$ cat src/rtl/rdpar_pkg.sv
// Package: shared widths and the forwarded word type for the parity reporter.
// Assumes one data phase of DATA_W bits covered by BE_W byte-enable bits.
package rdpar_pkg;
    localparam int DATA_W = 32;
    localparam int BE_W   = 4;

    typedef struct packed {
        logic              par;
        logic [BE_W-1:0]   be;
        logic [DATA_W-1:0] data;
    } fwd_word_t;
endpackage

$ cat src/rtl/rdpar_check.sv
// Module: holds a completed data phase for one clock and checks it against the
// parity bit that arrives in that following cycle (even parity over data and
// byte enables). Assumes dp_par is meaningful only in the cycle after dp_done.
module rdpar_check
    import rdpar_pkg::*;
(
    input  logic              clk,
    input  logic              rst_n,
    input  logic              dp_done,
    input  logic [DATA_W-1:0] dp_data,
    input  logic [BE_W-1:0]   dp_be,
    input  logic              dp_par,
    output logic              chk_valid,
    output logic              chk_err,
    output fwd_word_t         chk_word
);
    logic              hold_v;
    logic [DATA_W-1:0] hold_data;
    logic [BE_W-1:0]   hold_be;

    // Capture the data phase while its parity bit is still on its way.
    always_ff @(posedge clk) begin
        if (!rst_n) begin
            hold_v    <= 1'b0;
            hold_data <= '0;
            hold_be   <= '0;
        end else begin
            hold_v <= dp_done;
            if (dp_done) begin
                hold_data <= dp_data;
                hold_be   <= dp_be;
            end
        end
    end

    // Compare the late parity bit with the parity of the held phase.
    always_comb begin
        chk_valid      = hold_v;
        chk_err        = hold_v & ((^{hold_data, hold_be}) ^ dp_par);
        chk_word.data  = hold_data;
        chk_word.be    = hold_be;
        chk_word.par   = dp_par;
    end
endmodule

$ cat src/rtl/rdpar_report.sv
// Module: turns detected errors into the delayed active-low error line and the
// two sticky status bits. Assumes chk_err is already qualified by a valid phase.
module rdpar_report #(
    parameter int PERR_LAT = 2
) (
    input  logic clk,
    input  logic rst_n,
    input  logic perr_en,
    input  logic chk_err,
    input  logic clr_det,
    input  logic clr_dpd,
    output logic perr_n,
    output logic sts_det,
    output logic sts_dpd
);
    logic [PERR_LAT-1:0] dly;

    // Delay line for enabled errors: one stage per clock of report latency.
    genvar g;
    generate
        for (g = 0; g < PERR_LAT; g++) begin : g_dly
            if (g == 0) begin : g_first
                always_ff @(posedge clk) begin
                    if (!rst_n) dly[0] <= 1'b0;
                    else        dly[0] <= chk_err & perr_en;
                end
            end else begin : g_next
                always_ff @(posedge clk) begin
                    if (!rst_n) dly[g] <= 1'b0;
                    else        dly[g] <= dly[g-1];
                end
            end
        end
    endgenerate

    assign perr_n = ~dly[PERR_LAT-1];

    // Sticky status: a new error outranks a clear in the same cycle.
    always_ff @(posedge clk) begin
        if (!rst_n) begin
            sts_det <= 1'b0;
            sts_dpd <= 1'b0;
        end else begin
            sts_det <= (sts_det & ~clr_det) | chk_err;
            sts_dpd <= (sts_dpd & ~clr_dpd) | (chk_err & perr_en);
        end
    end

    AST_PERR_AFTER_DET: assert property (@(posedge clk) disable iff (!rst_n)
        !perr_n |-> $past(sts_det));
    AST_DPD_NEEDS_EN: assert property (@(posedge clk) disable iff (!rst_n)
        $rose(sts_dpd) |-> $past(perr_en));
    AST_DET_STICKY: assert property (@(posedge clk) disable iff (!rst_n)
        (sts_det && !clr_det) |=> sts_det);
    AST_DPD_IMPLIES_DET_SET: assert property (@(posedge clk) disable iff (!rst_n)
        $rose(sts_dpd) |-> $rose(sts_det) || sts_det);
endmodule

$ cat src/rtl/rdpar_fwd_buf.sv
// Module: in-order buffer of checked words heading to the initiator. Parity
// travels unchanged. A discard empties it but keeps a word pushed that cycle.
// Assumes the upstream flow control never pushes into a full buffer.
module rdpar_fwd_buf
    import rdpar_pkg::*;
#(
    parameter int DEPTH = 4
) (
    input  logic      clk,
    input  logic      rst_n,
    input  logic      push,
    input  fwd_word_t push_word,
    input  logic      pop,
    input  logic      discard,
    output logic      valid,
    output fwd_word_t head
);
    localparam int PTR_W = $clog2(DEPTH);

    fwd_word_t        mem [DEPTH];
    logic [PTR_W-1:0] wr_ptr, rd_ptr;
    logic [PTR_W:0]   count;
    logic             do_pop;

    assign do_pop = pop & (count != 0) & ~discard;
    assign valid  = (count != 0);
    assign head   = mem[rd_ptr];

    // Storage write: every checked word lands at the write pointer.
    always_ff @(posedge clk) begin
        if (push) mem[wr_ptr] <= push_word;
    end

    // Pointer and occupancy update, with discard taking precedence over pop.
    always_ff @(posedge clk) begin
        if (!rst_n) begin
            wr_ptr <= '0;
            rd_ptr <= '0;
            count  <= '0;
        end else begin
            wr_ptr <= wr_ptr + PTR_W'(push);
            if (discard) begin
                rd_ptr <= wr_ptr;
                count  <= (PTR_W+1)'(push);
            end else begin
                rd_ptr <= rd_ptr + PTR_W'(do_pop);
                count  <= count + (PTR_W+1)'(push) - (PTR_W+1)'(do_pop);
            end
        end
    end

    AST_NO_OVERFLOW: assert property (@(posedge clk) disable iff (!rst_n)
        push |-> (count < (PTR_W+1)'(DEPTH)) || discard || pop);
    AST_DISCARD_EMPTIES: assert property (@(posedge clk) disable iff (!rst_n)
        (discard && !push) |=> !valid);
endmodule

$ cat src/rtl/rdpar_reporter.sv
// Module: top of the read-data parity reporter. Checks parity, reports errors
// and forwards words with their received parity. Assumes the initiator error
// line is informational only: it is accepted and deliberately unused.
module rdpar_reporter
    import rdpar_pkg::*;
#(
    parameter int FWD_DEPTH = 4,
    parameter int PERR_LAT  = 2
) (
    input  logic              clk,
    input  logic              rst_n,
    input  logic              perr_en,
    input  logic              dp_done,
    input  logic [DATA_W-1:0] dp_data,
    input  logic [BE_W-1:0]   dp_be,
    input  logic              dp_par,
    input  logic              init_perr_n,
    input  logic              clr_det,
    input  logic              clr_dpd,
    input  logic              fwd_rd,
    input  logic              fwd_discard,
    output logic              perr_n,
    output logic              sts_det,
    output logic              sts_dpd,
    output logic              fwd_valid,
    output logic [DATA_W-1:0] fwd_data,
    output logic [BE_W-1:0]   fwd_be,
    output logic              fwd_par
);
    logic      chk_valid, chk_err;
    fwd_word_t chk_word, head;
    logic      unused_init;

    // The initiator owns errors on data it receives; its line is not used.
    assign unused_init = init_perr_n;

    rdpar_check i_check (
        .clk(clk), .rst_n(rst_n), .dp_done(dp_done), .dp_data(dp_data),
        .dp_be(dp_be), .dp_par(dp_par), .chk_valid(chk_valid),
        .chk_err(chk_err), .chk_word(chk_word)
    );

    rdpar_report #(.PERR_LAT(PERR_LAT)) i_report (
        .clk(clk), .rst_n(rst_n), .perr_en(perr_en), .chk_err(chk_err),
        .clr_det(clr_det), .clr_dpd(clr_dpd), .perr_n(perr_n),
        .sts_det(sts_det), .sts_dpd(sts_dpd)
    );

    rdpar_fwd_buf #(.DEPTH(FWD_DEPTH)) i_buf (
        .clk(clk), .rst_n(rst_n), .push(chk_valid), .push_word(chk_word),
        .pop(fwd_rd), .discard(fwd_discard), .valid(fwd_valid), .head(head)
    );

    assign fwd_data = head.data;
    assign fwd_be   = head.be;
    assign fwd_par  = head.par;

    AST_ERR_SETS_DET: assert property (@(posedge clk) disable iff (!rst_n)
        chk_err |=> sts_det);
    AST_CHECKED_WORD_FORWARDED: assert property (@(posedge clk) disable iff (!rst_n)
        chk_valid |=> fwd_valid);
endmodule

$ cat config.mk
export PLATFORM = sky130hd
export DESIGN_NAME = rdpar_reporter
export DESIGN_NICKNAME = d
export VERILOG_FILES = /design/src/rtl/rdpar_pkg.sv /design/src/rtl/rdpar_check.sv /design/src/rtl/rdpar_report.sv /design/src/rtl/rdpar_fwd_buf.sv /design/src/rtl/rdpar_reporter.sv
export SDC_FILE = /design/constraint.sdc
export NUM_CORES = 1
export LEC_CHECK = 0
export ABC_AREA = 1
export CORE_MARGIN = 4
export CORE_UTILIZATION = 30
export CTS_CLUSTER_SIZE = 16
export DETAILED_ROUTE_END_ITERATION = 8
export SYNTH_ARGS = -nofsm -noshare
export SYNTH_HDL_FRONTEND = slang
export SYNTH_SLANG_ARGS = --single-unit
$ cat constraint.sdc
create_clock -name clk -period 9.9 [get_ports clk]
set_clock_uncertainty 0.15 [all_clocks]
set_input_delay 1.98 -clock clk [delete_from_list [all_inputs] [get_ports clk]]
set_output_delay 1.98 -clock clk [all_outputs]
set_load 0.05 [all_outputs]
---- Yosys cells after proc, flatten, opt, wreduce, memory -nomap -nowiden ----
Memories as Yosys holds them, arrays and structs flattened. A register that Yosys moved wholly into a read port is not among the register bits.
Cells that the tools add are included.
storage, ports and cells
  register bits ........................... 48
  memory bits (writable) .................. 148
  input bits .............................. 46
  memories ................................ 1
operators by class
  add/subtract/negate cells ............... 4
  multiplexer cells ....................... 5
  bitwise operators ....................... 14
  reductions and logical operators ........ 3
memory list
  memory     depth  width  read ports  clocked after memory_dff  wr ports  RTL line             source
  i_buf.mem  4      37     1           1                         1         rdpar_fwd_buf.sv:20  fwd_word_t mem [DEPTH];
operators with widths
  cell                                         count
  36-bit parity                                1
  1-bit AND                                    6
  1-bit inverter                               5
  2-bit by 1-bit adder with 2-bit output       2
  2-bit 2-to-1 mux                             2
  3-bit by 1-bit adder with 3-bit output       1
  1-bit 2-to-1 mux                             3
  3-bit nonzero test                           1
  3-bit by 1-bit subtractor with 3-bit output  1
  1-bit OR                                     2
  2-bit OR reduction                           1
  1-bit bitwise XOR                            1

---- Depth between registers and ports, before layout ----
Gate-level depths: netlist (run 1).
  depth in word-level cells ............... 6
  gate-level depth with buffers ........... 16
  depth with buffers taken out ............ 16

---- Modules after synthesis ----
Synthesis (run 1) repeated with hierarchy kept, for this count alone.
second synthesis, totals
  cell total of the unflattened synthesis .. 755
  area total of the unflattened synthesis .. 8051.5 µm²
modules (own cells, without submodules)
  module         times used  cells each  area an instance (µm²)
  rdpar_fwd_buf  1           413         5896.9
  rdpar_check    1           325         2019.4
  rdpar_report   1           17          135.1

---- Least setup slack after synthesis (run 1) ----
No wires, ideal clock.
  path type ............................... register -> output
  start point ............................. register i_buf.rd_ptr[0] (netlist name)
  end point ............................... output port fwd_data[15]
  arrival time ............................ 1817 ps
  data required time ...................... 7770 ps
  path slack .............................. 5953 ps
  stages on the path, launching flop included .. 7
  buffers on the path ..................... 3
  cells stage by stage .................... dfxtp_1 > buf_2 > inv_1 > buf_2 > clkbuf_1 > nor2_1 > o22ai_1
RTL lines
  item           RTL line              source
  end, declared  rdpar_reporter.sv:26  output logic [DATA_W-1:0] fwd_data,

==> flow_metrics.env, run 1 <==
export IMPL_syn_area_mm2=0.00788
export IMPL_num_rows=59
export IMPL_min_period_ns=5.37
export IMPL_crit_buf_inv=3
export IMPL_cp_start_kind="flip-flop"
export IMPL_dp_cells=1132
export IMPL_grtUsageTotal_pct=12.5
export IMPL_cp_arrival_ns=3.24
export IMPL_synth_enable_flop_cells=148
export IMPL_cts_tree="done"
export IMPL_cp_depth=5
export IMPL_grt_busiest_layer="met2"
export IMPL_use_met1_pct=16.8
export IMPL_ys_seq_area_share_pct=68.6
export IMPL_clk_latency_ns=0.42
export IMPL_use_met2_pct=20.4
export IMPL_n_antenna_cell=0
export IMPL_ctsHoldBuffers=0
export IMPL_grt_max_degree=76
export IMPL_fin_tns_setup_ns=0
export IMPL_antenna_left=0
export IMPL_syn_to_final_growth_pct=22.7
export IMPL_end_kind="output pin"
export IMPL_synth_distinct_cells=25
export IMPL_place_ws_ns=4.92
export IMPL_slew_violations=0
export IMPL_ir_drop_mv=0.0916
export IMPL_cap_viol_max_count=0
export IMPL_crit_family="buffers and inverters"
export IMPL_synth_seq_cells=196
export IMPL_finalCritPeriodShare_pct=54.2
export IMPL_dp_hpwl_um=11200
export IMPL_drc=0
export IMPL_syn_avg_cell_area_um2=10.7
export IMPL_ios=87
export IMPL_post_cts_buffers=0
export IMPL_start_util_pct=30.3
export IMPL_syn_num_nets=783
export IMPL_vias=5308
export IMPL_worstPathRequired_ns=7.77
export IMPL_coreArea_mm2=0.0260
export IMPL_nFillCells=2611
export IMPL_antenna_found_initial=0
export IMPL_wl_um=17700
export IMPL_grt_setup_unrepaired="false"
export IMPL_post_drt_via_cell_ratio=4.56
export IMPL_max_freq_ghz=0.186
export IMPL_power_leakage_nw=3.58
export IMPL_final_area_mm2=0.00967
export IMPL_crit_type="flip-flop to output pin"
export IMPL_min_path_type="flip-flop to flip-flop"
export IMPL_slowest_delay_ns=0.87
export IMPL_synthArstFlopShare_pct=0
export IMPL_finalSetupViolations=0
export IMPL_worst_r2r_cell_count=10
export IMPL_startpoint="i_buf.rd_ptr[1]"
export IMPL_worstMarginPinSlew_ns=0.830
export IMPL_cp_slowest_cell="clkdlybuf4s50_1"
export IMPL_fin_nets=865
export IMPL_crit_path_cell_trace="inv_1 > buf_4 > o21ai_0 > o22ai_1 > clkdlybuf4s50_1"
export IMPL_instances_no_fill=1163
export IMPL_maxSlewHeadroom_pct=44.6
export IMPL_portBuffers=85
export IMPL_hold_slack_ns=0.286
export IMPL_globalRouteOverflowTotal=0
export IMPL_synthFlopType="edfxtp_1"
export IMPL_clock_root_buffer="clkbuf_16"
export IMPL_fin_ws_ns=4.53
export IMPL_crit_path_max_fanout=39
export IMPL_htreeDepth=4
export IMPL_hold_viol=0
export IMPL_dieArea_mm2=0.0289
export IMPL_drtIter0Drc=289
export IMPL_clkTransAtPathRegs_ns=0.07
export IMPL_power_density_mw_per_mm2=190
export IMPL_r2r_start="i_buf.count[1]"
export IMPL_numCtsBuffers=17
export IMPL_use_met3_pct=2.72
export IMPL_first_pass_iters=4
export IMPL_holdCritStartpoint="i_report.dly[0]"
export IMPL_post_drt_wl_per_cell_um=15.2
export IMPL_gp_congestion=0.703
export IMPL_die_h_um=170
export IMPL_hold_path_depth=2
export IMPL_die_w_um=170
export IMPL_status="finished clean"
export IMPL_yosysWarnings=0
export IMPL_grt_pass1_vias=5057
export IMPL_place_area_mm2=0.00913
export IMPL_grt_pass1_wl_um=27800
export IMPL_rrSetupSlack_ns=7.91
export IMPL_syn_inst=734
export IMPL_cts_resized=0
export IMPL_drive_gt1_share_pct=7.37
export IMPL_cts_sinks=196
export IMPL_clock_path_buffers=2
-- metal layers --
| metal | share of wire (%) | vias to the layer above |
|---|---|---|
| li1 | - | 2705 |
| met1 | 47 | 2496 |
| met2 | 48 | 95 |
| met3 | 4.1 | 12 |
| met4 | 1.2 | 0 |
| met5 | 0 | - |
-- report_power, final --
| group | internal, mW | switching (mW) | total, mW | leakage, nW |
|---|---|---|---|---|
| clock | 0.343 | 0.287 | 0.630 | 0.260 |
| combinational | 0.0922 | 0.175 | 0.267 | 1.56 |
| sequential | 0.914 | 0.0256 | 0.940 | 1.77 |
-- worst register-to-register path: stages, from the launching register on --
cell and delay, ns:
dfxtp_1 0.34, nor3_1 0.19, inv_1 0.08, nand3_1 0.11, inv_1 0.06, nand2_1 0.07
nand2_1 0.06, ha_1 0.18, inv_1 0.07, fa_1 0.42, nor3_1 0.18
-- final cells by class --
type | count | area [µm²] | share of cell area, %
Inverter | 46 | 173 | 1.78
Timing Repair Buffer | 98 | 948 | 9.80
Multi-Input combinational cell | 457 | 2190 | 22.6
Clock inverter | 14 | 115 | 1.19
Clock buffer | 17 | 425 | 4.40
Tap cell | 335 | 419 | 4.33
Sequential cell | 196 | 5410 | 55.9
-- cells in the mapped netlist, types with 5 or more instances --
master	count	share of area, %
edfxtp_1	148	56
nand2_1	124	5.9
nor2_1	113	5.4
o21ai_0	113	7.2
dfxtp_1	48	12
inv_1	43	2.0
o22ai_1	38	3.0
clkbuf_1	29	1.4
a21oi_1	21	1.3
xnor2_1	10	1.1
xor2_1	9	1.0
nand2_2	8	0.64
nand3_1	6	0.38
nor3_1	6	0.38
buf_2	5	0.32
-- logic make-up after synthesis --
logic type / count (synthesis) / synth area share (%)
compound gates: 175 / 11.8
flops: 196 / 68.6
xor+xnor: 19 / 2.11
simple gates: 260 / 13.0
fa+ha+maj: 3 / 0.571
buf+inv: 81 / 3.94
-- sequential cells by signal (all words and copies together), names as in the netlist --
| name | count |
|---|---|
| i_buf.count | 3 |
| i_check.hold_be | 4 |
| i_buf.rd_ptr | 2 |
| i_buf.wr_ptr | 2 |
| i_report.sts_det | 1 |
| i_report.sts_dpd | 1 |
| i_buf.mem | 148 |
| i_report.dly | 2 |
| i_check.chk_valid | 1 |
| i_check.hold_data | 32 |
-- through the flow --
step | util (%) | total power, mW
4_1_cts | 37.2 | 1.86
2_1_floorplan | - | 1.13
3_5_place_dp | 35.2 | 1.23
6_report | 37.2 | 1.84
3_3_place_gp | 35.2 | 1.23
5_1_grt | 37.2 | 1.92
-- layout by cell type, fill, tap and decap left out, drive strengths merged, types with 13 or more instances in the layout --
master / count
a21oi: 22
o21ai: 114
clkbuf: 17
buf: 13
clkdlybuf4s50: 85
edfxtp: 148
nor2: 113
inv: 46
nand2: 132
o22ai: 38
dfxtp: 48
-- worst paths after layout --
path | end
max | fwd_data[3]
min | i_report.dly[1]
min reg2reg | i_report.dly[1]
max reg2reg | i_buf.count[1]
No activity file was read; power rests on OpenSTA's default activity.
==> inputs of run 2 (changes only) <==
Clock period 9.9 ns to 5.5 ns, I/O delays scaled along.
==> run 2 against run 1 <==
  * Critical path depth is the same
  * Wire length increased by 2.2%
  * Clock power is 90% higher
  * Worst hold slack worse by 0.0030 ns
  * Via count is 2.0% higher
  * Highest routed layer unchanged
  * Final area grew 0.47%
  * Largest power group unchanged
  * Clock-buffer cell count is 3 higher
  * Non-clock buffer count rose by 1
  * Sequential power grew 80%
  * Sequential cell count stayed put
  * Cell count is 0.17% higher
  * Largest cell class unchanged
  * Global-route usage increased by 0.16 points
==> flow_metrics.env, run 2 (same netlist as run 1, synthesis figures left out) <==
export IMPL_crit_path_max_fanout=49
export IMPL_ir_drop_mv=0.149
export IMPL_finalCritPeriodShare_pct=75.6
export IMPL_min_period_ns=4.16
export IMPL_die_h_um=170
export IMPL_cts_tree="done"
export IMPL_rr_endpoint="i_buf.mem[1][34]"
export IMPL_layout_common_cells="edfxtp_1, nand2_1, nor2_1, o21ai_0, clkdlybuf4s50_1"
export IMPL_numCtsBuffers=17
export IMPL_post_cts_buffers=0
export IMPL_crit_type="flip-flop to output pin"
export IMPL_maxSlewHeadroom_pct=21.6
export IMPL_clock_root_buffer="clkbuf_16"
export IMPL_end_kind="output pin"
export IMPL_worstMarginPinSlew_ns=1.17
export IMPL_start_util_pct=30.3
export IMPL_globalRouteOverflowTotal=0
export IMPL_wl_um=18100
export IMPL_ios=87
export IMPL_first_pass_iters=7
export IMPL_htreeDepth=4
export IMPL_hold_path_depth=2
export IMPL_clock_path_buffers=2
export IMPL_grt_setup_unrepaired="false"
export IMPL_largestRegisters="i_buf.mem x148, i_check.hold_data x32, i_check.hold_be x4"
export IMPL_antenna_found_initial=0
export IMPL_cp_start_kind="flip-flop"
export IMPL_drtIter0Drc=266
export IMPL_worst_r2r_cell_count=3
export IMPL_min_path_type="flip-flop to flip-flop"
export IMPL_hold_end="i_report.dly[1]"
export IMPL_power_leakage_nw=3.59
export IMPL_final_area_mm2=0.00972
export IMPL_portBuffers=85
export IMPL_power_density_mw_per_mm2=348
export IMPL_ctsHoldBuffers=0
export IMPL_slew_violations=0
export IMPL_largest_reg_flops=148
export IMPL_n_antenna_cell=0
export IMPL_worstPathRequired_ns=4.25
export IMPL_die_w_um=170
export IMPL_finalSetupViolations=0
export IMPL_grt_pass1_wl_um=27900
export IMPL_grtUsageTotal_pct=12.6
export IMPL_hold_slack_ns=0.283
export IMPL_layout_commonest_cell="edfxtp_1"
export IMPL_cap_viol_max_count=0
export IMPL_clk_latency_ns=0.42
export IMPL_syn_to_final_growth_pct=23.3
export IMPL_place_area_mm2=0.00914
export IMPL_post_drt_via_cell_ratio=4.65
export IMPL_grt_pass1_vias=5055
export IMPL_drc=0
export IMPL_r2r_start="i_buf.wr_ptr[0]"
export IMPL_post_drt_wl_per_cell_um=15.5
export IMPL_grt_max_degree=76
export IMPL_status="finished clean"
export IMPL_cts_resized=0
export IMPL_holdCritStartpoint="i_report.dly[0]"
export IMPL_gp_congestion=0.713
export IMPL_dieArea_mm2=0.0289
export IMPL_num_rows=59
export IMPL_max_freq_ghz=0.241
export IMPL_vias=5412
export IMPL_place_ws_ns=1.70
export IMPL_drive_gt1_share_pct=7.47
export IMPL_rrSetupSlack_ns=3.15
export IMPL_antenna_left=0
export IMPL_cts_sinks=196
export IMPL_hold_viol=0
export IMPL_clkTransAtPathRegs_ns=0.07
export IMPL_fin_ws_ns=1.34
export IMPL_dp_hpwl_um=11300
export IMPL_coreArea_mm2=0.0260
export IMPL_fin_tns_setup_ns=0
export IMPL_largest_register="i_buf.mem"
export IMPL_fin_nets=866
export IMPL_cp_arrival_ns=2.91
==> run 2: worst max-delay path, stage by stage, from the launching register on <==
cell             delay (ns)
dfxtp_2                0.32
inv_2                  0.34
buf_4                  0.52
o21ai_0                0.14
o22ai_1                0.27
clkdlybuf4s50_1        0.87
==> run 2: stage by stage <==
stage	cells	power, mW	utilization [%]
after floorplan	734	2.03	-
after global placement	1133	2.21	35.2
after detailed placement	1133	2.22	35.2
after CTS	1165	3.41	37.4
after global routing	1165	3.52	37.4
final	1165	3.38	37.4
==> run 2: layer usage <==
metal	share of wire [%]	vias up	routed length, µm	global-route usage (%)
met5	0	-	0	0
met4	1.1	0	195	3.65
li1	-	2700	-	-
met3	4.2	13	757	2.72
met2	49	111	8850	21.0
met1	46	2588	8280	16.7
==> run 2: layout make-up <==
cell class                 instances  area, µm²
fill                            2539      16300
sequential                       196       5410
multi-input combinational        457       2190
timing repair buffer              99        956
clock buffer                      20        447
tap                              335        419
inverter                          46        173
clock inverter                    12        133
==> run 2: report_power, final <==
group          internal [mW]  switching, mW
clock network          0.681          0.523
registers               1.65         0.0421
logic                  0.167          0.322
total                   2.49          0.887
==> run 2: how the worst max path moves through the flow <==
| stage | startpoint | to | slack, ns | cells after the start |
|---|---|---|---|---|
| 5_1_grt | i_buf.rd_ptr[0] | fwd_data[10] | 1.13 | 5 |
| 3_5_place_dp | i_buf.rd_ptr[0] | fwd_data[5] | 1.70 | 5 |
| 6_report | i_buf.rd_ptr[0] | fwd_data[3] | 1.34 | 5 |
| 2_1_floorplan | i_buf.wr_ptr[1] | i_buf.mem[2][0] | 1.86 | 2 |
| 4_1_cts | i_buf.rd_ptr[0] | fwd_data[5] | 1.24 | 5 |
| 3_3_place_gp | i_buf.rd_ptr[0] | fwd_data[3] | 1.74 | 5 |
